[src/rtl/bpg_pkg.sv]
package bpg_pkg;
  localparam int LANE_BITS = 8;

  // odd parity bit for one lane: set when the lane holds an even count of ones
  function automatic logic odd_bit(input logic [LANE_BITS-1:0] b);
    return ~(^b);
  endfunction
endpackage

[src/rtl/lane_parity.sv]
module lane_parity #(
  parameter int WIDTH  = 32,
  parameter int LANE_W = bpg_pkg::LANE_BITS
) (
  input  logic [WIDTH-1:0]        word,
  input  logic [WIDTH/LANE_W-1:0] inj_mask,
  input  logic                    active,
  output logic [WIDTH/LANE_W-1:0] par
);
  localparam int LANES = WIDTH / LANE_W;

  for (genvar i = 0; i < LANES; i++) begin : g_lane
    logic [LANE_W-1:0] lane_bits;
    assign lane_bits = word[i*LANE_W +: LANE_W];
    // the mask is gated by the drive qualifier so it is inert when idle
    assign par[i] = ~(^lane_bits) ^ (inj_mask[i] & active);
  end
endmodule

[src/rtl/par_stage.sv]
module par_stage #(
  parameter int LANES = 4
) (
  input  logic             clk,
  input  logic             rst,
  input  logic             active,
  input  logic [LANES-1:0] par_in,
  output logic [LANES-1:0] par_q,
  output logic             oe_q
);
  always_ff @(posedge clk) begin
    if (rst) begin
      par_q <= '0;
      oe_q  <= 1'b0;
    end else begin
      oe_q  <= active;
      par_q <= active ? par_in : '0;
    end
  end


  idle_quiet_chk: assert property (@(posedge clk) disable iff (rst)
    !oe_q |-> (par_q == '0));


  oe_follow_chk: assert property (@(posedge clk) disable iff (rst)
    active |=> oe_q);


  oe_drop_chk: assert property (@(posedge clk) disable iff (rst)
    !active |=> !oe_q);
endmodule

[src/rtl/bus_parity_gen.sv]
module bus_parity_gen #(
  parameter int ADDR_W = 32,
  parameter int DATA_W = 64,
  parameter int LANE_W = bpg_pkg::LANE_BITS,
  localparam int A_LANES = ADDR_W / LANE_W,
  localparam int D_LANES = DATA_W / LANE_W
) (
  input  logic               clk,
  input  logic               rst,
  input  logic [ADDR_W-1:0]  addr,
  input  logic [DATA_W-1:0]  data,
  input  logic               addr_drive,
  input  logic               abus_busy,
  input  logic               data_drive,
  input  logic [A_LANES-1:0] addr_inj_mask,
  input  logic [D_LANES-1:0] data_inj_mask,
  output logic [A_LANES-1:0] addr_par,
  output logic               addr_par_oe,
  output logic [D_LANES-1:0] data_par,
  output logic               data_par_oe
);
  logic               a_active, d_active;
  logic [A_LANES-1:0] a_par_c;
  logic [D_LANES-1:0] d_par_c;

  assign a_active = addr_drive & abus_busy;
  assign d_active = data_drive;

  lane_parity #(.WIDTH(ADDR_W), .LANE_W(LANE_W)) u_addr_lanes (
    .word(addr), .inj_mask(addr_inj_mask), .active(a_active), .par(a_par_c));

  lane_parity #(.WIDTH(DATA_W), .LANE_W(LANE_W)) u_data_lanes (
    .word(data), .inj_mask(data_inj_mask), .active(d_active), .par(d_par_c));

  par_stage #(.LANES(A_LANES)) u_addr_stage (
    .clk(clk), .rst(rst), .active(a_active), .par_in(a_par_c),
    .par_q(addr_par), .oe_q(addr_par_oe));

  par_stage #(.LANES(D_LANES)) u_data_stage (
    .clk(clk), .rst(rst), .active(d_active), .par_in(d_par_c),
    .par_q(data_par), .oe_q(data_par_oe));


  addr_indep_chk: assert property (@(posedge clk) disable iff (rst)
    (data_drive && !(addr_drive && abus_busy)) |=> !addr_par_oe);


  data_indep_chk: assert property (@(posedge clk) disable iff (rst)
    (addr_drive && abus_busy && !data_drive) |=> !data_par_oe);


  busy_needed_chk: assert property (@(posedge clk) disable iff (rst)
    addr_par_oe |-> $past(abus_busy));
endmodule

[config.mk]
export PLATFORM = sky130hd
export DESIGN_NAME = bus_parity_gen
export DESIGN_NICKNAME = d
export VERILOG_FILES = /design/src/rtl/bpg_pkg.sv /design/src/rtl/lane_parity.sv /design/src/rtl/par_stage.sv /design/src/rtl/bus_parity_gen.sv
export SDC_FILE = /design/constraint.sdc
export NUM_CORES = 1
export LEC_CHECK = 0
export BUFFER_PORTS_ARGS = -buffer_cell sky130_fd_sc_hd__buf_2
export CORE_MARGIN = 5
export CORE_UTILIZATION = 42
export CTS_BUF_LIST = sky130_fd_sc_hd__clkbuf_4
export DETAILED_ROUTE_END_ITERATION = 12
export PLACE_DENSITY = 0.88
export REMOVE_ABC_BUFFERS = 1
export SLEW_MARGIN = 20
export SYNTH_ARGS = -nofsm -noshare
export SYNTH_HDL_FRONTEND = slang
export SYNTH_SLANG_ARGS = --single-unit
[constraint.sdc]
create_clock -name clk -period 1.8 [get_ports clk]
set_input_delay 0.09 -clock clk [delete_from_list [all_inputs] [get_ports clk]]
set_output_delay 0.09 -clock clk [all_outputs]
set_load 0.01 [all_outputs]
# ---- Yosys cells after proc, flatten, opt, wreduce, memory -nomap -nowiden
# Index checks and enable logic that the tools add are counted.
dict set report word_totals {
  elab_cells 57
  out_inout_bits 14
  ff_bits 14
  input_bits 113
}
dict set report op_classes {
  reduce_logical 14
  n_bitwise 39
}
# cell count
set ops {}
lappend ops {{8-bit XOR reduction} 12}
lappend ops {{1-bit inverter} 14}
lappend ops {{1-bit bitwise AND} 13}
lappend ops {{1-bit bitwise XOR} 12}
lappend ops {{2-bit OR reduction} 2}

# ---- Logic depth before layout (Yosys ltp)
dict set report logic_depth {
  depth_word 3
  ltp_mapped 4
  mapped_depth_nobuf 3
}

# ---- By module
# Synthesis repeated with hierarchy kept, for this count alone.
dict set report unflattened {
  cells_unflattened 126
  area_unflattened_um2 1355.0
}
# module seq_area_each_um2 n_inst area_per_inst_um2 cells_each
set by_module_without_submodules {}
lappend by_module_without_submodules {{lane_parity (u_data_lanes)} 0.0 1 635.6 65}
lappend by_module_without_submodules {{lane_parity (u_addr_lanes)} 0.0 1 315.3 32}
lappend by_module_without_submodules {{par_stage (u_data_stage)} 180.2 1 256.5 18}
lappend by_module_without_submodules {{par_stage (u_addr_stage)} 100.1 1 141.4 10}
lappend by_module_without_submodules {bus_parity_gen 0.0 1 6.3 1}

# ---- Worst setup path before layout
# No wires, ideal clock.
dict set report synth_timing {
  path_kind {input to register}
  startpoint {input data[1]}
  endpoint {register u_data_stage.par_q[0]}
  n_path_buf 0
  required_ps 1728
  slack_ps 801
  arrival_ps 927
  path_stages 3
  setup_time_ps 72
  cell_sequence {xor3_1 > or3b_1 > mux2i_1}
}
dict set report synth_via {
  elab_chain_len 3
}
# item line_no
set synth_lines {}
lappend synth_lines {{start, declared} bus_parity_gen.sv:11} ;# input logic [DATA_W-1:0] data,
lappend synth_lines {{8-bit XOR reduction} lane_parity.sv:16} ;# assign par[i] = ~(^lane_bits) ^ (inj_mask[i] & active);
lappend synth_lines {{1-bit inverter} lane_parity.sv:16}
lappend synth_lines {{1-bit bitwise XOR} lane_parity.sv:16}
lappend synth_lines {{end signal, assigned} par_stage.sv:17} ;# par_q <= active ? par_in : '0;
lappend synth_lines {{end, declared} par_stage.sv:8} ;# output logic [LANES-1:0] par_q,
# Every way passes these cells.
# A chain may end at the register's enable or synchronous reset.

# ---- Worst setup path after layout
dict set report layout_timing {
  startpoint {input data[41]}
  endpoint {register u_data_stage.par_q[5]}
}
# The elaborated chain is that of the path after synthesis.

==> results.tsv <==
stage	metric	value	unit
synth	yosysTopAreaCell	xor3_1	
timing	finalSetupTns	0	ns
synth	synth_compound_area_share	0	%
global_routing	grt_pass1_wl	4790	µm
global_routing	antenna_found_initial	0	
clocking	post_cts_resized	0	
worst_hold_path	hold_depth	2	
drt	dr_total_vias	1278	
clocking	clk_pin_slew	0.09	ns
die	core	3340	µm²
clocking	ctsHoldBuffers	0	
layout	fin_nets	357	
synth	syn-cell-area	1440	µm²
die	die_height	68.6	µm
die	io_pins	127	
timing	finalCriticalPeriod	0.860	ns
layout	multi_input_area	1150	µm²
placement	dp_hpwl	3310	µm
global_routing	grt_remaining_overflow	0	
synth	synth.top_cell.area_share	19.8	%
layout	diodes	0	
critical_path	crit_start	data[41]	
synth	synthAdderAreaFrac	0	%
critical_path	endpoint	u_data_stage.par_q[5]	
synth	synthXorXnorAreaFrac	60.4	%
clocking	cts_setup_buffers	0	
drt	drtPass1Iterations	6	
timing	worstMarginPinSlew	0.603	ns
power	p_leak	1.24	nW
clocking	clock_sinks	14	
power	seqPwrFrac	31.2	%
drt	wl_per_cell	12.9	µm
timing	rsz0062_at_grt	false	
layout	seq_area	280	µm²
status	outcome	finished clean	
timing	finalHoldViolCount	0	
timing	fin_crit_sh	47.8	%
placement	globalplace.congestion	0.689	
synth	synth.yosys.seq_area_share	19.4	%
timing	clock.fmax	1.16	GHz
power	total_power	0.00112	W
placement	portBuffers	126	
timing	slew_violations	0	
critical_path	end_kind	flip-flop	
clocking	cts.htree.levels	1	
synth	ys_ff_latch	14	
critical_path	cp-start-kind	primary input	
drt	drt_iter0_drc	15	
timing	slew_headroom	59.7	%
clocking	cts_buffers	3	
global_routing	grt_max_degree	15	
layout	layout-drive-gt1-share	53.3	%
clocking	root_buffer	clkbuf_4	
worst_hold_path	worstHoldPathType	in -> reg	
power	pwr-share-clk	15.7	%
global_routing	grt_usage	13.5	%
die	die_x	68.6	µm
layout	area_growth	48.5	%
synth	synth_mux_area_share	8.33	%
synth	synth_area_leaders	xor3_1 20%, dfxtp_1 19%, xnor3_1 19%, xnor2_1 15%, mux2i_1 8.3%	
die	rows	21	
power	max-vdd-ir-drop	0.365	mV
synth	yosys.area_share.simple	11.0	%
die	die-area	4700	µm²
global_routing	first_global_vias	1201	
power	p_sw_share	27.2	%
critical_path	crit_required	2.01	ns
synth	synth_cells	116	
drt	viasPerCell	4.44	
drt	wirelength	3720	µm
clocking	cts_tree	done	
power	p_per_area	524	nW/µm²
power	p_switching	0.000306	W
die	start_util	43.2	%
power	combinationalPowerShare	53.1	%
drt	drc	0	
timing	setup_viol	0	
synth	synth_top_family_by_area	XOR/XNOR gates	
power	internal_power	0.000817	W
critical_path	cp.arrival	1.07	ns
critical_path	criticalPathCategory	in -> reg	
layout	nFillCells	285	
synth	synth.distinct_cells	12	
synth	syn_area_per_cell	12.4	µm²
run	maxCapViolCount	0	
clocking	cts_buffer_depth	2	
drt	drtAntennaViolNets	0	
critical_path	cp_max_fo	2	
synth	yosysWarnings	0	
[power groups by stage]
stage	combinational, W	sequential, W	clock (W)
final	0.000596	0.000350	0.000176
after global routing	0.000640	0.000353	0.000202
after CTS	0.000607	0.000351	0.000188
after detailed placement	0.000605	0.000357	0
after global placement	0.000590	0.000356	0
after floorplan	0.000374	0.000377	0
[cell families after synthesis]
family | Yosys count
multiplexers | 12
XOR/XNOR | 60
flip-flops | 14
AND/OR/NAND/NOR | 27
buffers and inverters | 3
[worst max-delay path, stage by stage]
cell	delay, ns
buf_2	0.08
xor3_1	0.42
or3b_1	0.36
mux2i_1	0.12
[metrics by stage]
stage               hold slack, ns  instances  utilization [%]  setup WS (ns)  instance area [µm²]
CTS                          0.199        288             64.2          0.943                 2140
detailed placement           0.488        285             63.5          0.645                 2120
finish                       0.220        288             64.2          0.940                 2140
global route                 0.204        288             64.2          0.875                 2140
floorplan                    0.251        113                -          0.801                 1430
global placement             0.479        285             63.5          0.684                 2120
[state kept, by name, summed over array words and instances (netlist names)]
register and flops:
u_addr_stage.oe_q 1, u_addr_stage.par_q 4, u_data_stage.oe_q 1, u_data_stage.par_q 8
[layer usage]
layer	GRT usage, %	part of all wire (%)	up-vias
li1	-	-	650
met1	12.2	32	573
met2	28.5	57	53
met3	4.05	10	2
met4	2.98	0.59	0
met5	0	0	-
[cell usage in the layout (no fill, tap or decap), drive strengths merged]
master / count
buf: 126
xnor3: 12
or3b: 8
xor2: 12
dfxtp: 14
xor3: 12
nor2b: 1
and3b: 1
or3: 4
mux2i: 12
xnor2: 24
clkbuf: 3
nand2: 13
[Yosys cell counts]
| master | count |
|---|---|
| clkbuf_1 | 3 |
| xnor3_1 | 12 |
| xnor2_1 | 24 |
| mux2i_1 | 12 |
| or3b_1 | 8 |
| nand2_1 | 13 |
| xor3_1 | 12 |
| or3_1 | 4 |
| dfxtp_1 | 14 |
| xor2_1 | 12 |
| nor2b_1 | 1 |
| and3b_1 | 1 |
[cell type report]
class	count	area share, %
clock buffer	3	1.05
timing repair buffer	126	29.5
tap	46	2.69
multi-input combinational	99	53.7
sequential	14	13.1
[worst min path at each step]
stage | start | to | slack [ns]
final | abus_busy | u_addr_stage.oe_q | 0.22
after floorplan | rst | u_data_stage.oe_q | 0.25
after detailed placement | u_data_stage.oe_q | data_par_oe | 0.49
after global placement | abus_busy | u_addr_stage.oe_q | 0.48
after global routing | abus_busy | u_addr_stage.oe_q | 0.20
after CTS | abus_busy | u_addr_stage.oe_q | 0.20
Power figures use the tool's default switching activity.
